<file path="src/rtl/cbc_pkg.sv">
package cbc_pkg;

  localparam int WORD_W    = 16;
  localparam int NUM_RULES = 16;
  localparam int RULE_W    = $clog2(NUM_RULES + 1);
  localparam int OP_W      = 3;

  // command codes
  localparam logic [2:0] CMD_START = 3'd0;
  localparam logic [2:0] CMD_CTRL  = 3'd1;
  localparam logic [2:0] CMD_STAT  = 3'd2;
  localparam logic [2:0] CMD_DIAG1 = 3'd3;
  localparam logic [2:0] CMD_DIAG2 = 3'd4;
  localparam logic [2:0] CMD_LAST  = CMD_DIAG2;

  // control word bit positions
  localparam int CW_IF    = 0;
  localparam int CW_CHAIN = 1;
  localparam int CW_SE    = 2;
  localparam int CW_PCI   = 3;
  localparam int CW_RX    = 4;
  localparam int CW_TX    = 5;
  localparam int CW_DIS   = 6;
  localparam int CW_EN    = 7;
  localparam int CW_OP_LO = 8;

  // control operation codes
  localparam logic [OP_W-1:0] OP_AUTOANS = 3'd1;
  localparam logic [OP_W-1:0] OP_NETINFO = 3'd2;
  localparam logic [OP_W-1:0] OP_SELECT  = 3'd3;

  // exact counts and masks
  localparam logic [WORD_W-1:0] DIAG1_MASK  = 16'hE001;
  localparam logic [WORD_W-1:0] DIAG2_MASK  = 16'hF001;
  localparam logic [WORD_W-1:0] DIAG1_COUNT = 16'h0011;
  localparam logic [WORD_W-1:0] DIAG2_COUNT = 16'h0002;
  localparam logic [WORD_W-1:0] SDLC_CNT_A  = 16'd8;
  localparam logic [WORD_W-1:0] SDLC_CNT_B  = 16'd12;
  localparam logic [WORD_W-1:0] BSC_CNT_A   = 16'd6;
  localparam logic [WORD_W-1:0] BSC_CNT_B   = 16'd10;
  localparam logic [WORD_W-1:0] LINK_CNT_MAX = 16'd255;

  localparam int STAT_SPEC_BIT = 3;

  typedef struct packed {
    logic                  in_flag;
    logic                  chain;
    logic                  set_exc;
    logic                  pci;
    logic                  rx;
    logic                  tx;
    logic                  dis;
    logic                  en;
    logic [OP_W-1:0]       op;
    logic [WORD_W-1:0]     raw;
  } ctl_t;

endpackage

</file>
<file path="src/rtl/cbc_rules.sv">
module cbc_rules
  import cbc_pkg::*;
(
  input  logic [2:0]           cmd,
  input  logic                 line_bsc,
  input  logic                 line_leased,
  input  logic                 line_connected,
  input  logic                 pci_armed,
  input  ctl_t                 ctl,
  input  logic [WORD_W-1:0]    count,
  input  logic                 saddr_odd,
  input  logic                 daddr_odd,
  output logic [NUM_RULES-1:0] fail
);

  logic is_start, is_ctrl, is_stat, is_d1, is_d2, needs_in;
  logic stat_cnt_ok, xfer, link_op, switched_op;

  always_comb begin
    is_start = (cmd == CMD_START);
    is_ctrl  = (cmd == CMD_CTRL);
    is_stat  = (cmd == CMD_STAT);
    is_d1    = (cmd == CMD_DIAG1);
    is_d2    = (cmd == CMD_DIAG2);
    needs_in = is_stat | is_d1 | is_d2;
    xfer     = ctl.rx | ctl.tx;

    if (line_bsc) stat_cnt_ok = (count == BSC_CNT_A)  || (count == BSC_CNT_B);
    else          stat_cnt_ok = (count == SDLC_CNT_A) || (count == SDLC_CNT_B);

    link_op     = is_ctrl && ((ctl.op == OP_AUTOANS) || (ctl.op == OP_NETINFO));
    switched_op = is_ctrl && ((ctl.op == OP_AUTOANS) || (ctl.op == OP_NETINFO) ||
                              (ctl.op == OP_SELECT));

    // bit k carries rule k+1
    fail[0]  = cmd > CMD_LAST;
    fail[1]  = $countones({ctl.rx, ctl.tx, ctl.dis, ctl.en}) > 1;
    fail[2]  = needs_in && !ctl.in_flag;
    fail[3]  = is_stat && !stat_cnt_ok;
    fail[4]  = is_d1 && (count != DIAG1_COUNT);
    fail[5]  = is_d2 && (count != DIAG2_COUNT);
    fail[6]  = needs_in && daddr_odd;
    fail[7]  = (is_d1 && |(ctl.raw & ~DIAG1_MASK)) ||
               (is_d2 && |(ctl.raw & ~DIAG2_MASK));
    fail[8]  = is_start && xfer && (count == '0);
    fail[9]  = ctl.pci && !xfer;
    fail[10] = ctl.pci && !pci_armed;
    fail[11] = link_op && (count > LINK_CNT_MAX);
    fail[12] = link_op && ctl.chain;
    fail[13] = link_op && !ctl.set_exc;
    fail[14] = link_op && saddr_odd;
    fail[15] = switched_op && line_connected && !line_leased;
  end

endmodule

</file>
<file path="config.mk">
export PLATFORM = sky130hd
export DESIGN_NAME = cbc_rules
export DESIGN_NICKNAME = d
export VERILOG_FILES = /design/src/rtl/cbc_pkg.sv /design/src/rtl/cbc_rules.sv
export SDC_FILE = /design/constraint.sdc
export NUM_CORES = 1
export LEC_CHECK = 0
export ABC_AREA = 1
export BUFFER_PORTS_ARGS = -buffer_cell sky130_fd_sc_hd__buf_2
export CORE_MARGIN = 3
export CORE_UTILIZATION = 27
export DETAILED_ROUTE_END_ITERATION = 6
export PLACE_DENSITY = 0.82
export SLEW_MARGIN = 40
export SYNTH_ARGS = -nofsm -noshare
export SYNTH_HDL_FRONTEND = slang
export SYNTH_SLANG_ARGS = --single-unit
</file>
<file path="constraint.sdc">
create_clock -name vclk -period 1.1
set_input_delay 0.11 -clock vclk [all_inputs]
set_output_delay 0.11 -clock vclk [all_outputs]
set_load 0.01 [all_outputs]
</file>
==> summary.md, run 1 <==
| Metric | Value |
|---|---|
| Outcome | `complete, no violations` |
| Die area | `between 1500 and 2000 um2` |
| Seq_cells | `0` |
| CORE AREA | `~1200 um2` |
| WS Path Type | `in2out` |
| Vias per std cell | `between 4 and 5` |
| Synthesized area | `363 um2` |
| # setup viols final | `0` |
| Avg Inst Size Synth | `4.48 um2` |
| Hold Violations, Final | `0` |
| Period utilization | `0.930` |
| Largest net degree at the start of global routing | `6` |
| Final core occ | `0.609` |
| Slew margin rel. | `0.856` |
| Placer Congestion | `0.666` |
| Period minus WS final | `1.02 ns` |
| Hpwl dp | `~1200 um` |
| Drt wl/cell | `8.14 um` |
| Gr usage total | `0.130` |
| Startpoint of the worst hold path | `ctl[24]` |
| Antenna violations before repair | `0` |
| Filler Cells Inserted | `124` |
| Post-synth top cells | `nor2_1, nand2_1, inv_1` |
| Num ports | `68` |
| IO Port Bufs | `64` |
| Total number of vias | `702` |
| Fin cells | `160` |
| Diode count | `0` |
| Vias in the first global route | `530` |
| Critical Path RT | `0.99 ns` |
| RSZ-0062 raised after global routing | `true` |
| Yosys cell types | `15` |
| # rows | `12` |
| First-pass GRT wire length | `~2000 um` |
| Top cell type's share of synthesized area | `0.300` |
| Worst Hold Depth | `3` |
| Starting density of the core | `0.306` |
| CP startpoint kind | `input pin` |
| 1st-iter DRT viols | `2` |
| Setup bufs post-CTS | `0` |
| Post-DRT Antenna Nets | `0` |
| Max FO, Critical Path | `2` |
| Share of layout cells above drive strength 1 | `0.521` |
| TNS Setup | `0 ns` |
| Worst Tran Pin Value | `0.215 ns` |
| Grt ovf | `0` |
| DRC | `0` |
| Slew Limit Fails | `0` |
| Power per standard cell area | `between 200 and 300 nW/um2` |
| Layout net count | `201` |
| 1st-pass router iterations | `2` |
| Die Wd | `42.7 um` |
| Crit path DAT | `0.91 ns` |
| Hold Crit Class | `in2out` |
| Area grow syn2layout | `99.0%` |
| Net count after synthesis | `134` |
| Max-Cap Viols | `0` |
| Synth area leader | `nor2_1` |
| FMAX | `0.977 GHz` |
| Synthesized instance count | `81` |
| Synth area leaders | `nor2_1, nand2_1, inv_1` |
| Drt total wl | `roughly 1300 um` |
| Hold Slack | `about 0.45 ns` |
| Pleak | `0.454 nW` |
| Placed Instances | `160` |
| Yosys warnings | `0` |
| Crit path capture type | `output pin` |
| Worst VDD drop | `roughly 0.13 mV` |
| Worst Hold End | `fail[13]` |
| Register Area | `0 um2` |
| Tot Pwr | `205 uW` |
| Die height | `42.7 um` |
| Clock Buffer Count | `0` |
| Most frequent cell after synthesis | `nor2_1` |
| Sequential element share of the synthesized area | `0` |
-- placed cells by master, fill, tap and decap left out, types with 2 or more instances in the layout --
cell type,n
nor3_2,2
nor2_1,28
inv_1,7
nand2_1,19
a21boi_0,2
buf_2,63
inv_2,5
and2_1,2
nand3_1,6
nor2_2,3
-- power breakdown --
part / internal [mW] / total [mW] / leakage [nW] / switching, mW
registers: 0 / 0 / 0 / 0
logic: 0.108 / 0.205 / 0.454 / 0.0968
clock network: 0 / 0 / 0 / 0
-- area by class of cell --
type / count / area, um2 / area share
Multi-Input combinational cell: 69 / 325 / 0.451
Tap cell: 14 / 17.5 / 0.0243
Inverter: 12 / 45.0 / 0.0624
Timing Repair Buffer: 65 / 334 / 0.463
-- worst max-delay path, stage by stage --
cell and delay [ns]:
buf_2 0.10, inv_2 0.06, fa_1 0.40, o21ai_1 0.11, buf_2 0.14
-- how the worst max path moves through the flow --
stage / start / endpoint / slack, ns / cells past startpoint
final: ctl[22] / fail[1] / 0.08 / 5
after global routing: ctl[20] / fail[1] / -0.003 / 5
after CTS: ctl[22] / fail[1] / 0.03 / 5
after detailed placement: ctl[22] / fail[1] / -0.02 / 5
after global placement: ctl[19] / fail[1] / 0.03 / 5
after floorplan: ctl[19] / fail[1] / 0.09 / 3
-- logic make-up after synthesis --
group	Yosys count	synth area share
buffers and inverters	12	0.124
and+or+nand+nor	62	0.721
adders and majority gates	1	0.0552
AOI/OAI and AO/OA	6	0.100
-- stage by stage --
step | setup WS [ns] | instance area (um2)
2_1_floorplan | 0.0909 | 363
3_3_place_gp | 0.0266 | 708
3_5_place_dp | -0.0165 | 708
4_1_cts | 0.0252 | 708
5_1_grt | -0.00304 | 722
6_report | 0.0765 | 722
-- timing repair --
action | CTS | global route
resized for setup | 1 | 6
endpoints found under the setup margin | 1 | 4
hold buffers | 0 | 0
gates cloned | 0 | 0
pin swaps | 0 | 2
-- metal layers --
layer | vias to the layer above | GRT usage | part of all wire | wire (um)
li1 | 378 | - | - | -
met1 | 287 | 0.158 | 0.34 | 445
met2 | 37 | 0.249 | 0.53 | 686
met3 | 0 | 0.0212 | 0.13 | 169
met4 | 0 | 0 | 0 | 0
met5 | - | 0 | 0 | 0
(Power assumes the default switching activity.)
==> run 2: changes to the inputs <==
--- a/config.mk
+++ b/config.mk
@@ -7,9 +7,9 @@
 export LEC_CHECK = 0
 export ABC_AREA = 1
 export BUFFER_PORTS_ARGS = -buffer_cell sky130_fd_sc_hd__buf_2
-export CORE_MARGIN = 3
-export CORE_UTILIZATION = 27
+export CORE_AREA = 3 3 40 42
 export DETAILED_ROUTE_END_ITERATION = 6
+export DIE_AREA = 0 0 43 45
 export PLACE_DENSITY = 0.82
 export SLEW_MARGIN = 40
 export SYNTH_ARGS = -nofsm -noshare
==> constraint.sdc (replaced) <==
create_clock -name vclk -period 1.3
set_input_delay 0.13 -clock vclk [all_inputs]
set_output_delay 0.13 -clock vclk [all_outputs]
set_load 0.01 [all_outputs]
==> run 2 against run 1 <==
  * Via count grew 0.14%
  * Global-route usage shrank 0.91 points
  * Sequential share of layout area is the same
  * Routed wire length grew 2.5%
  * Critical path depth is the same
  * Cell count is the same
  * Critical endpoint unchanged
  * Largest cell class unchanged
  * Highest routed layer unchanged
==> summary.md, run 2 (synthesis results as in run 1) <==
| Metric | Value |
|---|---|
| Outcome | `complete, no violations` |
| FMAX | `0.875 GHz` |
| Register Area | `0 um2 (unchanged)` |
| Filler Cells Inserted | `128 (+3.2%)` |
| Share of layout cells above drive strength 1 | `0.483 (-0.0378)` |
| Area grow syn2layout | `93.4%` |
| Die Wd | `43 um (+0.80%)` |
| Worst Tran Pin Value | `0.198 ns (-0.0162 ns)` |
| Hold_buf cts | `0 (unchanged)` |
| Post-route cell area | `702 um2 (-2.8%)` |
| Post-DRT Antenna Nets | `0 (unchanged)` |
| Switching Power | `80.7 uW (-17%)` |
| Crit path DAT | `1.01 ns (+0.10 ns)` |
| Hold Crit Class | `in2out` |
| Worst Setup EP | `fail[1]` |
| Diode count | `0 (unchanged)` |
| CP startpoint kind | `input pin` |
| Seq_cells | `0 (unchanged)` |
| TNS Setup | `0 ns (unchanged)` |
| Setup bufs post-CTS | `0 (unchanged)` |
| Power share of the clock group | `0 (unchanged)` |
| Switch share | `0.477 (+0.00398)` |
| Worst VDD drop | `0.103 mV (-23%)` |
| CP Launch Point | `ctl[19]` |
| Slew margin rel. | `0.867 (+0.0103)` |
| Total number of vias | `703 (+0.14%)` |
| Sequential Power Share | `0 (unchanged)` |
| Die height | `45 um (+5.5%)` |
| DRC | `0 (unchanged)` |
| 1st-pass router iterations | `2 (unchanged)` |
| Post-cts sizing count | `0 (-1)` |
| Critical Path RT | `1.17 ns (+0.18 ns)` |
| Placer Congestion | `0.719 (+7.9%)` |
| IO Port Bufs | `64 (unchanged)` |
| Final core occ | `0.546 (-0.0624)` |
| Vias per std cell | `4.39 (+0.14%)` |
| Period minus WS final | `1.14 ns` |
| # setup viols final | `0 (unchanged)` |
| Largest net degree at the start of global routing | `6 (unchanged)` |
| Met3 usage in global routing | `0.0159 (-0.00525)` |
| Grt ovf | `0 (unchanged)` |
| Post-DP Area | `702 um2 (-0.88%)` |
| Slew Limit Fails | `0 (unchanged)` |
| Max FO, Critical Path | `1 (-1)` |
| WS Path Type | `in2out` |
| Most common cell after layout, fill and taps aside | `buf_2` |
| Num ports | `68 (unchanged)` |
| Tot Pwr | `169 uW (-17%)` |
| Power Internal | `88.6 uW (-18%)` |
| Gr usage total | `0.121 (-0.00912)` |
| Starting density of the core | `0.282 (-0.0235)` |
| Layout net count | `200 (-0.50%)` |
| Vias in the first global route | `572 (+7.9%)` |
| Drt wl/cell | `8.34 um (+2.5%)` |
| CORE AREA | `1280 um2 (+8.3%)` |
| Most used routing layer | `met2` |
| Commonest cells after routing, fill and taps aside | `buf_2, nor2_1, nand2_1, inv_1, nand3_1` |
| Period utilization | `0.879` |
| Die area | `1940 um2 (+6.3%)` |
| Placed Instances | `160 (unchanged)` |
| Drt total wl | `1340 um (+2.5%)` |
| Pleak | `0.450 nW (-0.94%)` |
| Area occupied by multi-input gates | `318 um2 (-2.3%)` |
| Crit path capture type | `output pin` |
| Hpwl dp | `1260 um (+2.5%)` |
| Hold Violations, Final | `0 (unchanged)` |
| M1 GR Usage | `0.148 (-0.0103)` |
| M2 GR Usage | `0.240 (-0.00898)` |
| Fin cells | `160 (unchanged)` |
| Power per standard cell area | `241 nW/um2 (-15%)` |
| 1st-iter DRT viols | `1 (-1)` |
| Gate power share | `1.000 (about the same)` |
| Clock Buffer Count | `0 (unchanged)` |
| First-pass GRT wire length | `1980 um (-1.0%)` |
| # rows | `13 (+1)` |
| Max-Cap Viols | `0 (unchanged)` |
| Antenna violations before repair | `0 (unchanged)` |
| RSZ-0062 raised after global routing | `false` |
==> run 2: per-layer routing <==
layer,share of wire,vias to the layer above
li1,-,380
met1,0.39,273
met2,0.44,50
met3,0.18,0
met4,0,0
met5,0,-
==> run 2: cell type report <==
type / count / share of cell area
tap: 15 / 0.0267
timing repair buffer: 64 / 0.456
multi-input combinational: 69 / 0.453
inverter: 12 / 0.0642
==> run 2: power groups by stage <==
stage,Combinational (mW),Clock (mW),Sequential (mW)
3_5_place_dp,0.170,0,0
6_report,0.169,0,0
5_1_grt,0.193,0,0
2_1_floorplan,0.0681,0,0
4_1_cts,0.171,0,0
3_3_place_gp,0.165,0,0
==> run 2: through the flow <==
| step | setup WS (ns) | hold WS, ns |
|---|---|---|
| detailed placement | 0.155 | 0.490 |
| CTS | 0.147 | 0.491 |
| global placement | 0.178 | 0.487 |
| floorplan | 0.251 | 0.304 |
| finish | 0.158 | 0.488 |
| global route | 0.0523 | 0.495 |
==> run 2: how the worst min path moves through the flow <==
stage	start	end	slack, ns	depth (start not counted)
floorplan	ctl[26]	fail[2]	0.30	1
global placement	ctl[26]	fail[2]	0.49	3
detailed placement	ctl[24]	fail[13]	0.49	3
CTS	ctl[26]	fail[2]	0.49	3
global route	pci_armed	fail[10]	0.49	3
finish	ctl[26]	fail[2]	0.49	3
==> run 2: critical path, stage by stage <==
cell     delay, ns
buf_2         0.08
inv_1         0.04
fa_1          0.46
o21ai_0       0.15
buf_2         0.15
